===== src/rtl/bcd_div_pkg.sv =====
package bcd_div_pkg;
  localparam int unsigned DIGIT_W = 4;
  localparam int unsigned DIGIT_MAX = 9;
  typedef logic [DIGIT_W-1:0] bcd_t;
endpackage


===== src/rtl/bcd_digit_dec.sv =====
module bcd_digit_dec
  import bcd_div_pkg::*;
(
  input  bcd_t d_i,
  input  logic borrow_i,
  output bcd_t q_o,
  output logic borrow_o
);
  logic at_zero;
  assign at_zero  = (d_i == '0);
  assign borrow_o = borrow_i & at_zero;
  always_comb begin
    q_o = d_i;
    if (borrow_i) q_o = at_zero ? bcd_t'(DIGIT_MAX) : d_i - bcd_t'(1);
  end
endmodule


===== src/rtl/bcd_value_check.sv =====
module bcd_value_check
  import bcd_div_pkg::*;
#(
  parameter int unsigned NUM_DIGITS = 4,
  localparam int unsigned VAL_W = NUM_DIGITS * DIGIT_W
) (
  input  logic [VAL_W-1:0] val_i,
  output logic             valid_o,
  output logic             one_o
);
  logic [NUM_DIGITS-1:0] dig_ok;
  logic [NUM_DIGITS-1:0] dig_zero;

  for (genvar k = 0; k < NUM_DIGITS; k++) begin : g_dig
    assign dig_ok[k]   = (val_i[k*DIGIT_W +: DIGIT_W] <= bcd_t'(DIGIT_MAX));
    assign dig_zero[k] = (val_i[k*DIGIT_W +: DIGIT_W] == '0);
  end

  assign valid_o = (&dig_ok) & ~(&dig_zero);
  if (NUM_DIGITS > 1) begin : g_multi
    assign one_o = (val_i[DIGIT_W-1:0] == bcd_t'(1)) & (&dig_zero[NUM_DIGITS-1:1]);
  end else begin : g_single
    assign one_o = (val_i[DIGIT_W-1:0] == bcd_t'(1));
  end
endmodule


===== src/rtl/bcd_clk_div.sv =====
module bcd_clk_div
  import bcd_div_pkg::*;
#(
  parameter int unsigned NUM_DIGITS = 4,
  localparam int unsigned VAL_W = NUM_DIGITS * DIGIT_W
) (
  input  logic             clk_i,
  input  logic             rst_ni,
  input  logic             en_i,
  input  logic [VAL_W-1:0] digits_i,
  output logic             pulse_o
);
  logic [VAL_W-1:0]    cnt_q, cur, dec;
  logic                load_q, pulse_q;
  logic                cur_valid, cur_one;
  logic [NUM_DIGITS:0] borrow;

  // reload point: switches are read only here
  assign cur = load_q ? digits_i : cnt_q;

  bcd_value_check #(.NUM_DIGITS(NUM_DIGITS)) i_check (
    .val_i   (cur),
    .valid_o (cur_valid),
    .one_o   (cur_one)
  );

  assign borrow[0] = 1'b1;
  for (genvar k = 0; k < NUM_DIGITS; k++) begin : g_chain
    bcd_digit_dec i_dec (
      .d_i      (cur[k*DIGIT_W +: DIGIT_W]),
      .borrow_i (borrow[k]),
      .q_o      (dec[k*DIGIT_W +: DIGIT_W]),
      .borrow_o (borrow[k+1])
    );

    AST_DIGIT_BCD: assert property (@(posedge clk_i) disable iff (!rst_ni)
      !load_q |-> (cnt_q[k*DIGIT_W +: DIGIT_W] <= bcd_t'(DIGIT_MAX)));
  end

  always_ff @(posedge clk_i or negedge rst_ni) begin
    if (!rst_ni) begin
      cnt_q   <= '0;
      load_q  <= 1'b1;
      pulse_q <= 1'b0;
    end else if (en_i) begin
      if (load_q && !cur_valid) begin
        pulse_q <= 1'b0;          // hold at reload point
      end else if (cur_one) begin
        pulse_q <= 1'b1;
        load_q  <= 1'b1;
      end else begin
        cnt_q   <= dec;
        load_q  <= 1'b0;
        pulse_q <= 1'b0;
      end
    end else begin
      pulse_q <= 1'b0;
    end
  end

  assign pulse_o = pulse_q;

  AST_PULSE_NEEDS_EN: assert property (@(posedge clk_i) disable iff (!rst_ni)
    pulse_o |-> $past(en_i));
  AST_FREEZE_IDLE: assert property (@(posedge clk_i) disable iff (!rst_ni)
    !en_i |=> ($stable(cnt_q) && $stable(load_q) && !pulse_o));
  AST_INVALID_SILENT: assert property (@(posedge clk_i) disable iff (!rst_ni)
    (en_i && load_q && !cur_valid) |=> (!pulse_o && load_q));
  AST_UNIT_DIVISOR: assert property (@(posedge clk_i) disable iff (!rst_ni)
    (en_i && load_q && digits_i == VAL_W'(1)) |=> pulse_o);
  AST_PULSE_RELOADS: assert property (@(posedge clk_i) disable iff (!rst_ni)
    pulse_o |-> load_q);
endmodule


===== config.mk =====
export PLATFORM = sky130hd
export DESIGN_NAME = bcd_clk_div
export DESIGN_NICKNAME = d
export VERILOG_FILES = /design/src/rtl/bcd_div_pkg.sv /design/src/rtl/bcd_digit_dec.sv /design/src/rtl/bcd_value_check.sv /design/src/rtl/bcd_clk_div.sv
export SDC_FILE = /design/constraint.sdc
export NUM_CORES = 1
export LEC_CHECK = 0
export ABC_AREA = 0
export ABC_CLOCK_PERIOD_IN_PS = 2900
export BUFFER_PORTS_ARGS = -buffer_cell sky130_fd_sc_hd__buf_2
export CAP_MARGIN = 20
export CORE_ASPECT_RATIO = 1.2
export CORE_MARGIN = 2
export CORE_UTILIZATION = 58
export DETAILED_ROUTE_END_ITERATION = 6
export HOLD_SLACK_MARGIN = 0.1
export PLACE_DENSITY = 0.8
export SKIP_LAST_GASP = 1
export SYNTH_ARGS = -nofsm -noshare
export SYNTH_HDL_FRONTEND = slang
export SYNTH_SLANG_ARGS = --single-unit

===== constraint.sdc =====
create_clock -name clk_i -period 2.9 [get_ports clk_i]
set_clock_uncertainty 0.1 [all_clocks]
set_input_delay 0.145 -clock clk_i [delete_from_list [all_inputs] [get_ports clk_i]]
set_output_delay 0.145 -clock clk_i [all_outputs]
set_load 0.03 [all_outputs]

* After elaboration in Yosys (flattened, before gate mapping)
Cells that the tools add are included.
** Operators by class
- Add/subtract/negate cells :: 4
- $lt $le $gt $ge :: 4
- Equal/unequal tests :: 1
- Mux-type cells :: 11
- Bitwise operators :: 7
- Reductions and logical operators :: 11
** Operator list (number)
- 4-bit 2-to-1 mux :: 7
- 4-bit less-or-equal comparator, second input constant :: 4
- 4-bit logical NOT :: 4
- 16-bit 2-to-1 mux :: 1
- 4-bit by 1-bit subtractor with 4-bit output, second input constant :: 4
- 4-bit AND reduction :: 2
- 3-bit AND reduction :: 2
- 1-bit AND :: 4
- 4-bit by 1-bit equality test with 1-bit output, second input constant :: 1
- 1-bit 2-to-1 mux :: 3
- 1-bit inverter :: 3
- 2-bit AND reduction :: 1
- 1-bit logical AND :: 1
- 1-bit logical NOT :: 1
** Storage, ports and cells
- Bits in registers :: 18
- Word-level logic and storage cells :: 41

* Longest topological paths before layout
Gate-level depths: netlist of run 1.
- Word-level depth :: 9
- Depth in mapped cells :: 9
- Gate-level depth less buffers :: 5

* By module
A second synthesis of run 1 with hierarchy kept.
** Unflattened totals
- Cell total of the unflattened synthesis :: 119
- Area, all modules :: 1305.0 µm²
** Modules (own cells, without submodules)
- bcd_clk_div :: times used 1, cells an instance 61, area an instance 894.6 µm², sequential area each 451.7 µm²
- bcd_digit_dec :: times used 4, cells an instance 11, area an instance 78.8 µm², sequential area each 0.0 µm²
- bcd_value_check :: times used 1, cells an instance 14, area an instance 95.1 µm², sequential area each 0.0 µm²

* Least setup slack after synthesis of run 1
Ideal clock, no wire load.
- Kind :: reg2reg
- From :: register load_q
- To :: register cnt_q[0]
- Setup time :: 125 ps
- Arrival :: 2216 ps
- Data required time :: 2675 ps
- Slack :: 459 ps
- Cell stages (with the launch flop) :: 9
- Path buffers :: 3
- Period minus slack after synthesis :: 2441 ps
- Path through :: dfstp_2 buf_6 buf_6 or3b_2 a22oi_1 nand4b_1 and2_1 buf_6 mux2_4
** On the way
- Cells in the longest elaborated chain, start to end :: 9
** Ends and longest elaborated chain
- start: declaration :: line bcd_clk_div.sv:14 : logic load_q, pulse_q;
- start signal: assignment :: line bcd_clk_div.sv:43 : load_q <= 1'b1;
- start signal: assignment :: line bcd_clk_div.sv:50 : load_q <= 1'b1;
- start signal: assignment :: line bcd_clk_div.sv:53 : load_q <= 1'b0;
- parallel branches: the longest is 9 deep, another holds 4-bit less-or-equal comparator
- end signal: assignment :: line bcd_clk_div.sv:42 : cnt_q <= '0;
- end signal: assignment :: line bcd_clk_div.sv:52 : cnt_q <= dec;
- end: declaration :: line bcd_clk_div.sv:13 : logic [VAL_W-1:0] cnt_q, cur, dec;
Parallel ways; which one is timed is not known.
A chain may end at the register's enable or synchronous reset.

* Worst setup path in the final report of run 1
- From :: register load_q
- To :: register cnt_q[11]
Same word-level chain as after synthesis.

==> metrics.md, run 1 <==
| Metric | Value |
|---|---|
| Status | `finished clean` |
| Worst slew pin tran | `0.600 ns` |
| Clock Latency Late Sink | `0.31 ns` |
| Final Hold Viols | `0` |
| PD cells | `959 nW/µm²` |
| Placed wire-length estimate | `3.04 mm` |
| Flops & latches, synth | `18` |
| Synth async-reset ratio | `100%` |
| Largest area contributor in the netlist | `dfrtp_1` |
| Final nets | `231` |
| Slowest cell on the critical path | `dfstp_4` |
| Max-cap violation count | `0` |
| Synth unique cells | `51` |
| Slowest cell delay on critical path | `0.80 ns` |
| WP data required | `3.00 ns` |
| Fin. max-slew vios | `0` |
| Largest cells by area after synthesis | `dfrtp_1 (26%), a21oi_1 (4.6%), or3_1 (4.6%)` |
| Final Util | `65.9%` |
| Top_reg_cell synth | `dfrtp_1` |
| Area occupied by multi-input gates | `1090 µm²` |
| Synth Warn # | `0` |
| Clock Tree Root | `clkbuf_4` |
| Slew HR | `59.5%` |
| Layout area overhead | `10.5%` |
| Fmax | `362 MHz` |
| Min-delay worst type | `input port to flip-flop` |
| GRT overflow | `0` |
| Worst Path Buf+Inv | `1` |
| Final GP Congestion | `0.874` |
| Sequential cell area | `455 µm²` |
| Initial core utilization | `59.7%` |
| Ports | `20` |
| Die ar. | `3250 µm²` |
| Final instance area | `1800 µm²` |
| Total global-route track usage | `28.0%` |
| Number of global-route vias before repair | `1,447` |
| Drt drc | `0` |
| Placement Setup Slack | `0.0804 ns` |
| Pleak | `0.000695 µW` |
| DIE WIDTH | `52.4 µm` |
| Placed Cells | `239` |
| DRT iter0 DRCs | `66` |
| Crit-path leading delay family | `flip-flops` |
| CTS clk-pin slew, worst paths | `0.10 ns` |
| DR vias | `1,662` |
| Mean Syn Cell Area | `8.49 µm²` |
| R2R depth | `5` |
| Post-synthesis instance area | `1630 µm²` |
| Yosys top cell area share | `26.1%` |
| CTS tree | `done` |
| WHS Path Cells | `3` |
| Die height | `62.1 µm` |
| Routed wire per std cell | `17.3 µm` |
| Clock Sinks | `18` |
| Fillers | `243` |
| Dpl cell area | `1750 µm²` |
| Max IR drop VDD | `0.573 mV` |
| Final Cycle Share | `95.4%` |
| Critical Path Source Type | `flip-flop` |
| Port buffer count | `19` |
| Final min period | `2.77 ns` |
| Postcts setup bufs | `0` |
| Post-synthesis sequential area ratio | `27.7%` |
| Diode count | `0` |
| Layout cell share with drive strength beyond 1 | `21.8%` |
| Final setup margin | `0.134 ns` |
| Largest net degree at the start of global routing | `31` |
| Core Area | `2730 µm²` |
| Syn Nets | `211` |
| Number of buffers created by CTS | `3` |
| Routed wire length | `4.25 mm` |
| Critical path depth | `5` |
| Post-Layout Cell Count | `245` |
| Commonest non-fill, non-tap cell in the layout | `buf_2` |
| Arr. time, crit path | `2.87 ns` |
| Avg Vias per Cell | `6.78` |
| Number of flops mapped to enable cells by yosys | `0` |
| Rows | `21` |
| First-pass GRT wire length | `6.83 mm` |
| Fin Hold WS | `0.129 ns` |
| Max clock buf depth | `2` |
| Initial antenna violation count | `0` |
| Final ANT Viol Nets | `0` |
| Worst Path Max Fanout | `30` |
| DRT Pass-1 Iters | `4` |
| Final setup violating endpoints | `0` |
| Synth Instances | `192` |
| Commonest cells after routing, fill and taps aside | `buf_2 (19), dfrtp_1 (17), nand2_1 (15), a21oi_1 (15), nor2_1 (13)` |
| CP cell instances | `buf_4 -> o311ai_0 -> o41ai_2 -> and2_1 -> mux2_4` |
| WS Path Type | `flip-flop to flip-flop` |
| Worst setup EP type | `flip-flop` |
| CTS H-tree depth | `1` |
==> layout make-up <==
type                            count  share of cell area [%]
Clock buffer                        4                    1.46
Inverter                            3                   0.625
Multi-Input combinational cell    157                    60.6
Sequential cell                    18                    25.3
Tap cell                           34                    2.36
Timing Repair Buffer               29                    9.72
==> logic make-up after synthesis <==
kind of cell	synth area share (%)
multiplexers	9.21
buffers and inverters	5.45
XOR/XNOR	1.07
AO/OA/AOI/OAI	30.9
AND/OR/NAND/NOR	25.6
flip-flops	27.7
==> final timing paths <==
check	startpoint	end	slack, ns
min in group asynchronous	rst_ni	pulse_o$_DFF_PN0_	0.20
max in group asynchronous	rst_ni	load_q$_DFFE_PN1P_	2.15
max	load_q$_DFFE_PN1P_	cnt_q[11]$_DFFE_PN0P_	0.13
min	digits_i[10]	cnt_q[10]$_DFFE_PN0P_	0.13
min reg2reg	cnt_q[5]$_DFFE_PN0P_	cnt_q[5]$_DFFE_PN0P_	0.45
max reg2reg	load_q$_DFFE_PN1P_	cnt_q[11]$_DFFE_PN0P_	0.13
==> cell usage after synthesis (all sizes together), types with 7 or more instances <==
library cell / number
nor2: 13
nand2: 15
or3: 12
a21oi: 15
clkbuf: 8
or3b: 8
mux2: 7
o211ai: 9
dfrtp: 17
==> stage by stage <==
step | total power [µW] | TNS [ns]
floorplan | 1340 | 0
global placement | 1510 | 0
detailed placement | 1570 | 0
CTS | 1710 | 0
global route | 1870 | -0.00895
finish | 1730 | 0
==> power breakdown <==
| group | switching (µW) | leakage, µW | internal [µW] |
|---|---|---|---|
| clock | 85.5 | 0.0000150 | 53.7 |
| combinational | 553 | 0.000467 | 484 |
| sequential | 172 | 0.000213 | 380 |
==> layer usage <==
metal  wire, µm  vias up  track usage, %
met5          0        -               0
met4         35        0            8.79
met3        216        6            3.11
met2       2100       50            46.8
met1       1900      818            38.3
li1           -      788               -
==> registers in the layout, summed over array words and instances, names as in the netlist <==
signal / cells
cnt_q: 16
load_q: 1
pulse_o: 1
==> timing repair <==
action                                  in CTS  in global routing
endpoints found under the hold margin       19                  0
resized for setup                            0                  2
endpoints found under the setup margin       0                  8
hold buffers                                 2                  0
==> worst reg2reg max path: cells and delay by family, from the launching register on <==
kind,cells,cell delay (ns)
AO/OA/AOI/OAI,2,0.67
AND/OR/NAND/NOR,1,0.52
buffers and inverters,1,0.24
flip-flops,1,0.80
multiplexers,1,0.34
Power figures use the tool's default switching activity.
==> inputs of run 2 (changes only) <==
- CORE_ASPECT_RATIO: 1.2 -> 1.4
- HOLD_SLACK_MARGIN: 0.1 -> 0.15
==> metrics.md, run 2 (synthesis results as in run 1) <==
| Metric | Value |
|---|---|
| CTS tree | `done` |
| Worst slew pin tran | `0.685 ns (+0.0857 ns)` |
| Fin Setup TNS | `0 ns (unchanged)` |
| Pleak | `0.000719 µW (+3.5%)` |
| Total global-route track usage | `28.7% (+0.65 points)` |
| Clock Tree Root | `clkbuf_4` |
| Final Cycle Share | `95.5% (+0.16 points)` |
| DRT Pass-1 Iters | `4 (unchanged)` |
| Clock Sinks | `18 (unchanged)` |
| Final Hold Viols | `0 (unchanged)` |
| Final ANT Viol Nets | `0 (unchanged)` |
| First-pass GRT wire length | `7.32 mm (+7.2%)` |
| Commonest cells after routing, fill and taps aside | `buf_2 (19), dfrtp_1 (17), nand2_1 (15), a21oi_1 (15), nor2_1 (13)` |
| Final setup margin | `0.129 ns (-0.00452 ns)` |
| GRT overflow | `0 (unchanged)` |
| Final GP Congestion | `0.842 (-3.7%)` |
| WS Path Type | `flip-flop to flip-flop` |
| Worst setup EP type | `flip-flop` |
| Initial antenna violation count | `0 (unchanged)` |
| Max IR drop VDD | `0.695 mV (+21%)` |
| Max-cap violation count | `0 (unchanged)` |
| DIE WIDTH | `48.8 µm (-6.9%)` |
| Post-Layout Cell Count | `251 (+2.4%)` |
| Rows | `22 (+4.8%)` |
| Status | `finished clean` |
| Die height | `66.7 µm (+7.5%)` |
| Routed wire per std cell | `17.2 µm (-1.1%)` |
| Most flops, register | `cnt_q` |
| DR vias | `1,694 (+1.9%)` |
| Placed wire-length estimate | `3.11 mm (+2.0%)` |
| Max reg flops | `16 (unchanged)` |
| Critical Path Source Type | `flip-flop` |
| Fillers | `246 (+1.2%)` |
| Port buffer count | `19 (unchanged)` |
| Largest net degree at the start of global routing | `24 (-23%)` |
| Ports | `20 (unchanged)` |
| Fin. max-slew vios | `0 (unchanged)` |
| Placement Setup Slack | `0.120 ns (+0.0399 ns)` |
| Diode count | `0 (unchanged)` |
| PD cells | `964 nW/µm² (+0.50%)` |
| Number of global-route vias before repair | `1,608 (+11%)` |
| Fmax | `361 MHz (-0.16%)` |
| Number of buffers created by CTS | `3 (unchanged)` |
| Initial core utilization | `61.7% (+2.0 points)` |
| Arr. time, crit path | `2.91 ns (+0.04 ns)` |
| Final min period | `2.77 ns (+0.00452 ns)` |
| Placed Cells | `243 (+1.7%)` |
| Fin Hold WS | `0.145 ns (+0.0160 ns)` |
| RSZ-0062 raised after global routing | `false` |
| Layout cell share with drive strength beyond 1 | `22.3% (+0.52 points)` |
| Max clock buf depth | `2 (unchanged)` |
| Final Util | `69.9% (+4.0 points)` |
| DRT iter0 DRCs | `69 (+4.5%)` |
| Commonest non-fill, non-tap cell in the layout | `buf_2` |
| Drt drc | `0 (unchanged)` |
| Final nets | `235 (+1.7%)` |
| Final setup violating endpoints | `0 (unchanged)` |
| CTS clk-pin slew, worst paths | `0.11 ns (about the same)` |
| Min-delay worst type | `input port to flip-flop` |
| Layout area overhead | `13.4%` |
| WP data required | `3.04 ns (+0.04 ns)` |
| Worst Path Max Fanout | `23 (-23%)` |
| Die ar. | `3260 µm² (+0.13%)` |
| Core Area | `2640 µm² (-3.3%)` |
| Routed wire length | `4.31 mm (+1.3%)` |
| CTS H-tree depth | `1 (unchanged)` |
| Clock Latency Late Sink | `0.30 ns (about the same)` |
| Avg Vias per Cell | `6.75 (-0.51%)` |
| Slew HR | `53.7% (-5.8 points)` |
-- run 2: cell count changes in the layout (fill, tap and decap cells not counted), sizes merged --
cell / change
dlygate4sd3: +2
buf: +2
-- run 2: timing repair --
action,CTS,global route
endpoints found under the setup margin,0,5
endpoints found under the hold margin,21,0
resized for setup,0,1
buffers inserted,0,0
hold buffers,4,0
-- run 2: worst max-delay path, cell delays in order, from the launching register on --
cell and delay [ns]:
dfstp_4 0.76, buf_4 0.17, or3b_1 0.44, a22o_1 0.37, nor4_1 0.34, mux2_2 0.37
a21oi_1 0.14
-- run 2: area by class of cell --
type	instances	area [µm²]	share of cell area (%)
Timing Repair Buffer	33	210	11.4
Multi-Input combinational cell	157	1090	59.0
Clock buffer	4	36.3	1.96
Sequential cell	18	455	24.6
Tap cell	36	45.0	2.44
Inverter	3	11.3	0.609
-- run 2: worst paths after layout --
| kind | startpoint | endpoint | slack [ns] | cells past startpoint |
|---|---|---|---|---|
| worst max register to register | load_q$_DFFE_PN1P_ | cnt_q[13]$_DFFE_PN0P_ | 0.13 | 6 |
| min in group asynchronous | rst_ni | pulse_o$_DFF_PN0_ | 0.20 | 2 |
| worst max-delay path | load_q$_DFFE_PN1P_ | cnt_q[13]$_DFFE_PN0P_ | 0.13 | 6 |
| max in group asynchronous | rst_ni | load_q$_DFFE_PN1P_ | 2.17 | 2 |
| worst min-delay path | digits_i[1] | cnt_q[1]$_DFFE_PN0P_ | 0.14 | 4 |
| worst min register to register | cnt_q[8]$_DFFE_PN0P_ | cnt_q[8]$_DFFE_PN0P_ | 0.43 | 1 |
-- run 2: metrics by stage --
step                instance area, µm²  total power [µW]
global route                      1850              1930
CTS                               1840              1760
finish                            1850              1780
global placement                  1770              1540
floorplan                         1630              1340
detailed placement                1770              1590
-- run 2: report_power, final --
group | internal, µW | switching (µW)
logic | 507 | 579
clock network | 76.7 | 86.1
registers | 380 | 154
total | 963 | 818
-- run 2: per-layer routing --
metal / vias to the layer above / part of all wire [%] / GRT usage [%]
li1: 802 / - / -
met1: 831 / 42 / 34.4
met2: 50 / 51 / 51.5
met3: 11 / 4.2 / 2.69
met4: 0 / 2.2 / 13.6
met5: - / 0 / 0
